[src/rtl/irq_steer_pkg.sv]
package irq_steer_pkg;
   localparam int unsigned REG_ADDR_W = 4;

   localparam logic [REG_ADDR_W-1:0] ADR_EN_SET = 4'h0;
   localparam logic [REG_ADDR_W-1:0] ADR_EN_CLR = 4'h1;
   localparam logic [REG_ADDR_W-1:0] ADR_EN_RD  = 4'h2;
   localparam logic [REG_ADDR_W-1:0] ADR_STATUS = 4'h3;
   localparam logic [REG_ADDR_W-1:0] ADR_POL    = 4'h4;
   localparam logic [REG_ADDR_W-1:0] ADR_EDGE   = 4'h5;
   localparam logic [REG_ADDR_W-1:0] ADR_STEER  = 4'h6;
   localparam logic [REG_ADDR_W-1:0] ADR_IN_EN  = 4'h7;

   localparam int unsigned N_LINES = 2;
   localparam int unsigned LINE_HI = 1;
   localparam int unsigned LINE_LO = 0;
endpackage

[src/rtl/irq_steer_sync.sv]
module irq_steer_sync #(
   parameter int unsigned WIDTH  = 10,
   parameter int unsigned STAGES = 2
) (
   input  logic             clk,
   input  logic             rst_n,
   input  logic [WIDTH-1:0] async_i,
   output logic [WIDTH-1:0] sync_o
);
   initial begin
      if (STAGES < 2) $error("irq_steer_sync: STAGES must be at least 2");
      if (WIDTH < 1)  $error("irq_steer_sync: WIDTH must be at least 1");
   end

   logic [WIDTH-1:0] stage_q [STAGES];

   always_ff @(posedge clk or negedge rst_n) begin
      if (!rst_n) begin
         for (int s = 0; s < STAGES; s++) stage_q[s] <= '0;
      end else begin
         stage_q[0] <= async_i;
         for (int s = 1; s < STAGES; s++) stage_q[s] <= stage_q[s-1];
      end
   end

   assign sync_o = stage_q[STAGES-1];
endmodule

[src/rtl/irq_steer_src.sv]
module irq_steer_src (
   input  logic clk,
   input  logic rst_n,
   input  logic sync_i,
   input  logic inv_i,
   input  logic gate_i,
   input  logic edge_mode_i,
   input  logic clr_i,
   output logic stat_o
);
   logic act;
   logic act_prev_q;
   logic rise;
   logic latch_q;
   logic latch_d;

   // gate after inversion so a disabled pin can never look asserted
   assign act  = (sync_i ^ inv_i) & gate_i;
   assign rise = act & ~act_prev_q;

   always_comb begin
      latch_d = (latch_q & ~clr_i) | rise;
      if (!edge_mode_i) latch_d = 1'b0;
   end

   always_ff @(posedge clk or negedge rst_n) begin
      if (!rst_n) begin
         act_prev_q <= 1'b0;
         latch_q    <= 1'b0;
      end else begin
         act_prev_q <= act;
         latch_q    <= latch_d;
      end
   end

   assign stat_o = edge_mode_i ? latch_q : act;
endmodule

[src/rtl/irq_steer_regs.sv]
module irq_steer_regs
   import irq_steer_pkg::*;
#(
   parameter int unsigned N_SRC = 10
) (
   input  logic                  clk,
   input  logic                  rst_n,
   input  logic [REG_ADDR_W-1:0] addr_i,
   input  logic                  we_i,
   input  logic [N_SRC-1:0]      wdata_i,
   output logic [N_SRC-1:0]      en_o,
   output logic [N_SRC-1:0]      pol_o,
   output logic [N_SRC-1:0]      edge_o,
   output logic [N_SRC-1:0]      steer_o,
   output logic [N_SRC-1:0]      in_en_o,
   output logic [N_SRC-1:0]      stat_clr_o
);
   logic [N_SRC-1:0] en_q, pol_q, edge_q, steer_q, in_en_q;
   logic wr_set, wr_clr, wr_pol, wr_edge, wr_steer, wr_in_en, wr_stat;

   assign wr_set   = we_i && (addr_i == ADR_EN_SET);
   assign wr_clr   = we_i && (addr_i == ADR_EN_CLR);
   assign wr_stat  = we_i && (addr_i == ADR_STATUS);
   assign wr_pol   = we_i && (addr_i == ADR_POL);
   assign wr_edge  = we_i && (addr_i == ADR_EDGE);
   assign wr_steer = we_i && (addr_i == ADR_STEER);
   assign wr_in_en = we_i && (addr_i == ADR_IN_EN);

   always_ff @(posedge clk or negedge rst_n) begin
      if (!rst_n) begin
         en_q    <= '0;
         pol_q   <= '0;
         edge_q  <= '0;
         steer_q <= '0;
         in_en_q <= '0;
      end else begin
         if (wr_set)   en_q    <= en_q | wdata_i;
         if (wr_clr)   en_q    <= en_q & ~wdata_i;
         if (wr_pol)   pol_q   <= wdata_i;
         if (wr_edge)  edge_q  <= wdata_i;
         if (wr_steer) steer_q <= wdata_i;
         if (wr_in_en) in_en_q <= wdata_i;
      end
   end

   assign en_o       = en_q;
   assign pol_o      = pol_q;
   assign edge_o     = edge_q;
   assign steer_o    = steer_q;
   assign in_en_o    = in_en_q;
   assign stat_clr_o = wr_stat ? wdata_i : '0;
endmodule

[src/rtl/irq_steer_ctrl.sv]
module irq_steer_ctrl
   import irq_steer_pkg::*;
#(
   parameter int unsigned N_PIN       = 6,
   parameter int unsigned N_GPIO      = 4,
   parameter int unsigned DATA_W      = 16,
   parameter int unsigned SYNC_STAGES = 2
) (
   input  logic                  clk,
   input  logic                  rst_n,
   input  logic [N_PIN-1:0]      pin_i,
   input  logic [N_GPIO-1:0]     gpio_i,
   input  logic [REG_ADDR_W-1:0] bus_addr,
   input  logic                  bus_we,
   input  logic [DATA_W-1:0]     bus_wdata,
   output logic [DATA_W-1:0]     bus_rdata,
   output logic [N_LINES-1:0]    irq_o
);
   localparam int unsigned N_SRC = N_PIN + N_GPIO;

   initial begin
      if (N_SRC > DATA_W) $error("irq_steer_ctrl: sources exceed bus width");
      if (N_PIN < 1)      $error("irq_steer_ctrl: N_PIN must be at least 1");
   end

   logic [N_SRC-1:0] raw_in, sync_in;
   logic [N_SRC-1:0] en_q, pol_q, edge_q, steer_q, in_en_q, stat_clr;
   logic [N_SRC-1:0] stat_w;
   logic [N_LINES-1:0] irq_d, irq_q;

   // pins occupy the low status bits, GPIO lines the bits above them
   assign raw_in = {gpio_i, pin_i};

   irq_steer_sync #(.WIDTH(N_SRC), .STAGES(SYNC_STAGES)) sync_i (
      .clk     (clk),
      .rst_n   (rst_n),
      .async_i (raw_in),
      .sync_o  (sync_in)
   );

   irq_steer_regs #(.N_SRC(N_SRC)) regs_i (
      .clk        (clk),
      .rst_n      (rst_n),
      .addr_i     (bus_addr),
      .we_i       (bus_we),
      .wdata_i    (bus_wdata[N_SRC-1:0]),
      .en_o       (en_q),
      .pol_o      (pol_q),
      .edge_o     (edge_q),
      .steer_o    (steer_q),
      .in_en_o    (in_en_q),
      .stat_clr_o (stat_clr)
   );

   for (genvar g = 0; g < N_SRC; g++) begin : g_src
      irq_steer_src src_i (
         .clk         (clk),
         .rst_n       (rst_n),
         .sync_i      (sync_in[g]),
         .inv_i       (pol_q[g]),
         .gate_i      (in_en_q[g]),
         .edge_mode_i (edge_q[g]),
         .clr_i       (stat_clr[g]),
         .stat_o      (stat_w[g])
      );
   end

   always_comb begin
      irq_d[LINE_HI] = |(stat_w & en_q & steer_q);
      irq_d[LINE_LO] = |(stat_w & en_q & ~steer_q);
   end

   always_ff @(posedge clk or negedge rst_n) begin
      if (!rst_n) irq_q <= '0;
      else        irq_q <= irq_d;
   end

   assign irq_o = irq_q;

   always_comb begin
      bus_rdata = '0;
      unique case (bus_addr)
         ADR_EN_RD:  bus_rdata[N_SRC-1:0] = en_q;
         ADR_STATUS: bus_rdata[N_SRC-1:0] = stat_w;
         ADR_POL:    bus_rdata[N_SRC-1:0] = pol_q;
         ADR_EDGE:   bus_rdata[N_SRC-1:0] = edge_q;
         ADR_STEER:  bus_rdata[N_SRC-1:0] = steer_q;
         ADR_IN_EN:  bus_rdata[N_SRC-1:0] = in_en_q;
         default:    bus_rdata = '0;
      endcase
   end
endmodule

[config.mk]
export PLATFORM = sky130hd
export DESIGN_NAME = irq_steer_ctrl
export DESIGN_NICKNAME = d
export VERILOG_FILES = /design/src/rtl/irq_steer_pkg.sv /design/src/rtl/irq_steer_sync.sv /design/src/rtl/irq_steer_src.sv /design/src/rtl/irq_steer_regs.sv /design/src/rtl/irq_steer_ctrl.sv
export SDC_FILE = /design/constraint.sdc
export NUM_CORES = 1
export LEC_CHECK = 0
export ABC_CLOCK_PERIOD_IN_PS = 2090
export BUFFER_PORTS_ARGS = -buffer_cell sky130_fd_sc_hd__buf_4
export CORE_ASPECT_RATIO = 0.5
export CORE_MARGIN = 3
export CORE_UTILIZATION = 51
export DETAILED_ROUTE_END_ITERATION = 16
export GPL_TIMING_DRIVEN = 0
export PLACE_DENSITY = 0.81
export SKIP_LAST_GASP = 1
export SLEW_MARGIN = 20
export SYNTH_ARGS = -nofsm -noshare
export SYNTH_HDL_FRONTEND = slang
export SYNTH_SLANG_ARGS = --single-unit
[constraint.sdc]
create_clock -name clk -period 2.09 [get_ports clk]
set_input_delay 0.3135 -clock clk [delete_from_list [all_inputs] [get_ports clk]]
set_output_delay 0.3135 -clock clk [all_outputs]
set_load 0.005 [all_outputs]
==> impl_metrics.yaml, run 1 <==
outcome:
  status: "completed"
run:
  maxCapViolations: 0
synthesis:
  synth_top_area_cell: "dfrtp_1"
  ys.flop_type: "dfrtp_1"
  synth.top_cell.area_share: 0.549
  synth_common_cells: "92 x dfrtp_1, 43 x nand2_1, 40 x mux2_2"
  synth_async_sr_flop_share: 1.00
  synth_seq_cells: 92
  postSynthAreaPerCell_um2: 11.2
  synth_edf_count: 0
  yosys_warnings: 0
  synth_cells: 376
  yosysMostFrequentCell: "dfrtp_1"
  synth_area_um2: 4200
  ys_seq_area_frac: 0.549
  synth_cell_types: 39
  synth_area_leaders: "dfrtp_1 55%, mux2_2 11%, nand2_1 3.8%"
floorplanning:
  die-area_um2: 9420
  die-height_um: 70.1
  core_um2: 7650
  rows: 22
  ios: 51
  start_util: 0.548
  die_w_um: 134
worst_setup_path:
  crit_required_ns: 1.78
  crit_family: "buffers and inverters"
  worst-r2r-setup-slack_ns: 0.29
  crit_path_cell_trace: "buf_4 -> nand2b_2 -> nor3b_2 -> buf_2 -> a22oi_1 -> nand3_1 -> buf_4"
  cp-start-kind: "primary input"
  crit_type: "primary input to primary output"
  critPathArrivalTime_ns: 1.65
  worstPathMaxFanout: 10
  crit_slowest_cell: "buf_2"
  worstSetupStartpoint: "bus_addr[3]"
  r2r_cells: 6
  slowest_delay_ns: 0.34
  crit_cells: 7
  crit_top_cell: "buf_4"
  r2r_start: "regs_i.edge_o[7]$_DFFE_PN0P_"
  reg2reg_to: "irq_o[0]$_DFF_PN0_"
  path_buf_inv: 3
  cp-end-kind: "primary output"
  critPathCapture: "bus_rdata[8]"
place:
  hpwlAfterDp_um: 6520
  gp_congestion: 0.836
  dpl_cell_area_um2: 4650
  portBuffers: 37
  dp_cells: 527
  pre_cts_slack_ns: -0.0703
power:
  ir_worst_vdd_mv: 0.469
  p_leak_uw: 0.00225
  powerDensity_nw_per_um2: 982
clock_tree:
  worstSkewPairLatency_ns: 0.35
  cts_hold_buf: 0
  clock_path_buffers: 2
  path_clk_slew_ns: 0.06
  cts_made_buffers: 9
  ctsRootBufferMaster: "clkbuf_16"
  clock-sinks: 92
  cts_tree: "yes"
  cts_htree_levels: 3
sta:
  relSlewSlack: 0.562
  drv_slew: 0
  setup-violations-final: 0
  hold_violations: 0
  worst_slew_pin_slew_ns: 0.657
  setup_slack_ns: 0.129
  finalCritPeriodShare: 0.938
  rsz0062_at_grt: "false"
  fin_crit_ns: 1.96
  fmax_ghz: 0.510
  finClkSkew_ns: 0.00632
drt:
  ant_nets: 0
  drc: 0
  routed_wirelength_um: 9970
  drtIter0Drc: 518
  viasPerCell: 5.97
  post_drt_wl_per_cell_um: 18.4
  via_count: 3232
  firstDrtPassIters: 7
grt:
  grt-ovfl-total: 0
  antenna_found_initial: 0
  grt_pass1_vias: 3026
  grt_max_degree: 53
  grt_pass1_wl_um: 15800
  grt_use_total: 0.221
layout:
  fin_area_um2: 4930
  fill_cells: 602
  regArea_um2: 2300
  multi_input_area_um2: 1760
  stdcell_count: 541
  syn_to_final_growth_pct: 17.6
  layout-drive-gt1-share: 0.268
  antenna_cells: 0
  layout.nets: 463
hold_path:
  hp-class: "primary input to asynchronous set/reset pin"
[metal layers]
metal | track usage | part of all wire
met5 | 0 | 0
met4 | 0.0655 | 0.017
met3 | 0.0597 | 0.083
met2 | 0.336 | 0.47
met1 | 0.314 | 0.43
[worst reg2reg max path, stage by stage, from the launching register on]
cell and delay, ns:
dfrtp_1 0.35, clkbuf_1 0.18, nand4b_1 0.15, nand4_1 0.15, a311o_1 0.30, nor4_1 0.32, nand4_1 0.19
[cells in the final DEF, fill, tap and decap left out, types with 11 or more instances in the layout]
| cell | synthesis | routed |
|---|---|---|
| nand2_1 | 43 | 43 |
| inv_1 | 13 | 13 |
| nand3_1 | 14 | 14 |
| nor3_1 | 11 | 11 |
| nor2_1 | 17 | 17 |
| o21ai_0 | 14 | 14 |
| dfrtp_1 | 92 | 92 |
| buf_4 | 6 | 43 |
| mux2_2 | 40 | 40 |
[report_power, final]
part / switching [uW] / internal [uW] / leakage (uW)
Sequential: 295 / 2120 / 0.00114
Combinational: 463 / 449 / 0.000977
Clock: 627 / 890 / 0.000134
[metrics by stage]
step,setup TNS [ns],total power [uW],utilization,hold WS (ns)
finish,0,4840,0.645,0.0111
global route,0,5100,0.645,0.0598
CTS,0,4870,0.644,0.0192
detailed placement,-0.404,3330,0.607,0.335
global placement,-0.000702,3280,0.605,0.332
floorplan,0,2970,-,0.0179
[final cells by class]
type,count,area share
clock buffer,13,0.0548
inverter,13,0.00989
timing repair buffer,38,0.0604
multi-input combinational,255,0.357
clock inverter,1,0.00152
buffer,21,0.0226
tap,108,0.0274
sequential,92,0.467
[how the worst min path moves through the flow]
stage                                            start                      endpoint  slack, ns
after floorplan                                  rst_n    asynchronous set/reset pin       0.02
after global placement    sync_i.stage_q[15]$_DFF_PN0_    sync_i.sync_o[5]$_DFF_PN0_       0.33
after detailed placement  sync_i.stage_q[11]$_DFF_PN0_    sync_i.sync_o[1]$_DFF_PN0_       0.33
after CTS                                        rst_n  sync_i.stage_q[16]$_DFF_PN0_       0.02
after global routing                             rst_n  regs_i.edge_o[6]$_DFFE_PN0P_       0.06
final                                            rst_n    sync_i.sync_o[6]$_DFF_PN0_       0.01
[timing repair]
item                                    4_1_cts  5_1_grt
hold endpoints to repair                      0        0
gates resized for setup                       1        3
setup buffers                                 0        0
endpoints found under the setup margin       10       10
[cells by family (layout without fill, tap and decap cells)]
family / count (synthesis) / after routing / share of synthesized area
simple gates: 124 / 124 / 0.157
flops: 92 / 92 / 0.549
compound gates: 75 / 75 / 0.128
mux: 40 / 40 / 0.107
buf+inv: 34 / 86 / 0.0376
xor+xnor: 10 / 10 / 0.0209
other cells: 1 / 6 / 0.000894
No activity file was read; power rests on OpenSTA's default activity.
==> inputs of run 2 (changes only) <==
--- a/config.mk
+++ b/config.mk
@@ -6,13 +6,14 @@
 export NUM_CORES = 1
 export LEC_CHECK = 0
 export ABC_CLOCK_PERIOD_IN_PS = 2090
-export BUFFER_PORTS_ARGS = -buffer_cell sky130_fd_sc_hd__buf_4
 export CORE_ASPECT_RATIO = 0.5
 export CORE_MARGIN = 3
 export CORE_UTILIZATION = 51
 export DETAILED_ROUTE_END_ITERATION = 16
+export DONT_BUFFER_PORTS = 1
 export GPL_TIMING_DRIVEN = 0
-export PLACE_DENSITY = 0.81
+export PLACE_DENSITY = 0.76
+export SKIP_CTS_REPAIR_TIMING = 1
 export SKIP_LAST_GASP = 1
 export SLEW_MARGIN = 20
 export SYNTH_ARGS = -nofsm -noshare
==> run 2 against run 1 <==
The run now ends with hold timing left. Routed wire length shrank 0.77%. Cell count shrank 5.0%. Fmax shrank 0.20%. Worst hold slack lost 0.34 ns. Clock power grew 4%. Combinational power shrank 15%. Count of clock-buffer cells in the layout is the same. Critical endpoint is now bus_rdata[5]. Utilization shrank 2.6 points. Clock skew shrank 0.0022 ns.
==> impl_metrics.yaml, run 2 (same netlist as run 1, synthesis figures left out) <==
clock_tree:
  worstSkewPairLatency_ns: 0.34
  cts_htree_levels: 3
  path_clk_slew_ns: 0.06
  cts_tree: "yes"
  cts_made_buffers: 9
  clock_path_buffers: 2
  ctsRootBufferMaster: "clkbuf_16"
  clock-sinks: 92
floorplanning:
  core_um2: 7650
  start_util: 0.548
  ios: 51
  die_w_um: 134
  die-area_um2: 9420
  rows: 22
  die-height_um: 70.1
sta:
  relSlewSlack: 0.415
  fin_hold_ws_ns: -0.333
  fmax_ghz: 0.509
  fin_crit_ns: 1.96
  finalCritPeriodShare: 0.940
  hold_violations: 92
  rsz0062_at_grt: "false"
  finClkSkew_ns: 0.00415
  worst_slew_pin_slew_ns: 0.873
  setup-violations-final: 0
  drv_slew: 0
  setup_tns_ns: 0
power:
  p_leak_uw: 0.00209
  powerDensity_nw_per_um2: 1010
  ir_worst_vdd_mv: 0.510
grt:
  grt_pass1_vias: 3055
  grt_use_total: 0.221
  grt_pass1_wl_um: 16000
  antenna_found_initial: 0
  grt-ovfl-total: 0
  grt_max_degree: 93
worst_setup_path:
  crit_path_cell_trace: "nand2b_2 -> nor3_2 -> clkbuf_1 -> a22oi_1 -> nand3_1"
  cp-start-kind: "primary input"
  slowest_delay_ns: 0.61
  crit_type: "primary input to primary output"
  crit_required_ns: 1.78
  cp-end-kind: "primary output"
  critPathArrivalTime_ns: 1.65
  worstPathMaxFanout: 10
  crit_slowest_cell: "clkbuf_1"
layout:
  final_cell_mix: "92 x dfrtp_1, 43 x nand2_1, 40 x mux2_2"
  antenna_cells: 0
  fill_cells: 639
  stdcell_count: 514
  final_common_cell: "dfrtp_1"
  layout-drive-gt1-share: 0.185
  layout.nets: 435
  syn_to_final_growth_pct: 12.9
drt:
  post_drt_wl_per_cell_um: 19.3
  firstDrtPassIters: 6
  drtIter0Drc: 473
  ant_nets: 0
  via_count: 3093
  routed_wirelength_um: 9900
  viasPerCell: 6.02
  drc: 0
run:
  maxCapViolations: 0
outcome:
  violations: "hold timing"
  status: "complete, but fails checks"
hold_path:
  hp-class: "primary input to asynchronous set/reset pin"
place:
  gp_congestion: 0.897
  portBuffers: 0
  hpwlAfterDp_um: 6420
  dp_cells: 489
run 2: cell count changes in the layout (fill, tap and decap cells not counted), sizes merged:
cell / delta
buf: -38
dlygate4sd3: +10
bufinv: +1
clkinvlp: -1
clkinv: +1
run 2: through the flow:
step                 util  setup slack [ns]  total power (uW)  area, um^2  hold WS [ns]
floorplan               -             0.629              2970        4210        0.0179
global route        0.619            0.0560              5020        4730        -0.352
detailed placement  0.568             0.184              3190        4350        0.0208
global placement    0.568             0.243              3120        4350        0.0200
CTS                 0.606             0.174              4780        4630        -0.343
finish              0.619             0.126              4770        4730        -0.333
run 2: final cells by class:
| cell class | instances | area, um^2 | area share |
|---|---|---|---|
| clock inverters | 2 | 35.0 | 0.00740 |
| flip-flops and latches | 92 | 2300 | 0.486 |
| inverters | 13 | 48.8 | 0.0103 |
| plain buffers | 21 | 109 | 0.0230 |
| well taps | 108 | 135 | 0.0285 |
| clock buffers | 13 | 250 | 0.0529 |
| repair buffers | 10 | 100 | 0.0211 |
| multi-input cells | 255 | 1750 | 0.371 |
run 2: critical path, delay by kind of cell:
family	cells	cell delay, ns
AO/OA/AOI/OAI	1	0.16
buffers and inverters	1	0.61
AND/OR/NAND/NOR	3	0.56
run 2: layer usage:
| layer | up-vias | track usage | part of all wire |
|---|---|---|---|
| met5 | - | 0 | 0 |
| met4 | 0 | 0.0801 | 0.011 |
| met3 | 12 | 0.0763 | 0.085 |
| met2 | 129 | 0.334 | 0.47 |
| met1 | 1540 | 0.298 | 0.44 |
| li1 | 1412 | - | - |
run 2: where the power goes:
part	switching (uW)	leakage (uW)	internal [uW]
Sequential	299	0.00114	2120
Clock	624	0.000140	951
Combinational	394	0.000816	383
Total	1320	0.00209	3450
run 2: path summary, 6_finish.rpt:
check                                        startpoint                               end  slack [ns]  cells past startpoint
max                                         bus_addr[3]                      bus_rdata[5]        0.13                      5
min                                               rst_n  g_src[8].src_i.latch_q$_DFF_PN0_       -0.33                      0
max reg2reg                regs_i.edge_o[7]$_DFFE_PN0P_                irq_o[0]$_DFF_PN0_        0.35                      6
min reg2reg                sync_i.stage_q[18]$_DFF_PN0_        sync_i.sync_o[8]$_DFF_PN0_        0.35                      0
max in group asynchronous                         rst_n  g_src[5].src_i.latch_q$_DFF_PN0_        2.29                      0
min in group clk                           bus_wdata[3]                         flip-flop        0.07                      1
==> inputs of run 3 (changes only) <==
--- a/config.mk
+++ b/config.mk
@@ -6,7 +6,6 @@
 export NUM_CORES = 1
 export LEC_CHECK = 0
 export ABC_CLOCK_PERIOD_IN_PS = 2090
-export CORE_ASPECT_RATIO = 0.5
 export CORE_MARGIN = 3
 export CORE_UTILIZATION = 51
 export DETAILED_ROUTE_END_ITERATION = 16
==> run 3 against run 2 <==
The flow still finishes with violations (hold timing). First-iteration DRC count down 22%. Clock power shrank 34%. Critical path type unchanged. Sequential share of layout area grew 1.4 points. Critical endpoint unchanged. Via count down 1.8%. Clock skew is essentially flat. Setup slack better by 0.059 ns.
==> impl_metrics.yaml, run 3 (same netlist as run 1, synthesis figures left out) <==
floorplanning:
  ios: 51
  die-height_um: 96.7
  rows: 32
  die-area_um2: 9350
  core_um2: 7850
  start_util: 0.535
  die_w_um: 96.7
power:
  ir_worst_vdd_mv: 0.406
  powerDensity_nw_per_um2: 916
  p_leak_uw: 0.00204
layout:
  layout-drive-gt1-share: 0.188
  utilization: 0.587
  layout.nets: 435
  antenna_cells: 0
  multi_input_area_um2: 1750
  final_cell_mix: "92 x dfrtp_1, 43 x nand2_1, 40 x mux2_2"
  regArea_um2: 2300
  fill_cells: 669
  final_common_cell: "dfrtp_1"
  syn_to_final_growth_pct: 9.78
place:
  portBuffers: 0
  gp_congestion: 0.863
  hpwlAfterDp_um: 6170
worst_setup_path:
  crit_family: "simple AND/OR/NAND/NOR gates"
  r2r_cells: 6
  slowest_delay_ns: 0.72
  crit_type: "primary input to primary output"
  crit_slowest_cell: "nor3_2"
  crit_cells: 4
  cp-end-kind: "primary output"
  crit_path_cell_trace: "nand2b_1 -> nor3_2 -> a222oi_1 -> nand3_1"
  critPathArrivalTime_ns: 1.59
  path_buf_inv: 0
  crit_required_ns: 1.78
  worstPathMaxFanout: 10
  cp-start-kind: "primary input"
grt:
  grt_max_degree: 93
  grt-ovfl-total: 0
  antenna_found_initial: 0
  grt_use_met2: 0.313
  grt.busiest_layer: "met2"
  met1_usage: 0.281
  grt_use_total: 0.205
  grt_pass1_vias: 2898
  grtUsageMet3: 0.0591
  grt_pass1_wl_um: 15100
sta:
  fmax_ghz: 0.525
  drv_slew: 0
  setup_tns_ns: 0
  hold_violations: 92
  setup-violations-final: 0
  relSlewSlack: 0.372
  finalCritPeriodShare: 0.912
  fin_hold_ws_ns: -0.351
  finClkSkew_ns: 0.00452
  worst_slew_pin_slew_ns: 0.937
  rsz0062_at_grt: "false"
  fin_crit_ns: 1.91
outcome:
  status: "complete, but fails checks"
  violations: "hold timing"
drt:
  drc: 0
  routed_wirelength_um: 9380
  post_drt_wl_per_cell_um: 18.5
  drtIter0Drc: 368
  via_count: 3038
  ant_nets: 0
  firstDrtPassIters: 6
  viasPerCell: 6.00
hold_path:
  hp-class: "primary input to asynchronous set/reset pin"
clock_tree:
  path_clk_slew_ns: 0.08
  cts_tree: "yes"
  clock-sinks: 92
  worstSkewPairLatency_ns: 0.35
  clock_path_buffers: 2
  ctsRootBufferMaster: "clkbuf_8"
  cts_htree_levels: 3
  cts_made_buffers: 9
run:
  maxCapViolations: 0
## run 3: cell types whose count changed in the layout (fill, tap and decap cells not counted)
cell / before / now
clkbuf_8: 1 / 11
bufinv_16: 1 / 0
clkbuf_1: 12 / 9
clkinvlp_4: 0 / 1
clkbuf_16: 9 / 0
## run 3: cell type report
| cell class | count | area share |
|---|---|---|
| Clock buffer | 11 | 0.0329 |
| Sequential cell | 92 | 0.500 |
| Clock inverter | 2 | 0.00272 |
| Tap cell | 102 | 0.0277 |
| Timing Repair Buffer | 10 | 0.0217 |
| Inverter | 13 | 0.0106 |
| Multi-Input combinational cell | 255 | 0.381 |
| Buffer | 21 | 0.0236 |
## run 3: final timing paths
| path | end | startpoint | slack, ns |
|---|---|---|---|
| min in group clk | flip-flop | bus_wdata[4] | 0.06 |
| hold reg to reg | sync_i.sync_o[0]$_DFF_PN0_ | sync_i.stage_q[10]$_DFF_PN0_ | 0.35 |
| max in group asynchronous | sync_i.stage_q[14]$_DFF_PN0_ | rst_n | 2.30 |
| setup / recovery | bus_rdata[5] | bus_addr[0] | 0.18 |
| hold / removal | sync_i.stage_q[19]$_DFF_PN0_ | rst_n | -0.35 |
| setup reg to reg | irq_o[0]$_DFF_PN0_ | regs_i.edge_o[9]$_DFFE_PN0P_ | 0.34 |
## run 3: metrics by stage
step	worst slack (ns)	hold slack [ns]	instances	total power, uW	area [um^2]
global route	0.0992	-0.378	506	4470	4610
CTS	0.253	-0.364	496	4220	4510
finish	0.185	-0.351	506	4220	4610
detailed placement	0.259	0.0202	483	3180	4340
floorplan	0.629	0.0179	381	2970	4210
global placement	0.252	0.0208	483	3130	4340
## run 3: power breakdown
part,leakage (uW),internal (uW),switching [uW]
registers,0.00114,2120,287
logic,0.000816,383,381
clock network,0.0000831,476,573
## run 3: layer usage
metal,up-vias,wire length [um]
met4,0,194
met3,16,809
met1,1488,4120
li1,1409,-
met2,125,4260
met5,-,0
## run 3: worst register-to-register path: stages, from the launching register on
cell and delay (ns):
dfrtp_1 0.37, clkbuf_1 0.18, nand4b_1 0.16, nand4_1 0.13, a311o_1 0.29, nor4_1 0.33
nand4_1 0.17
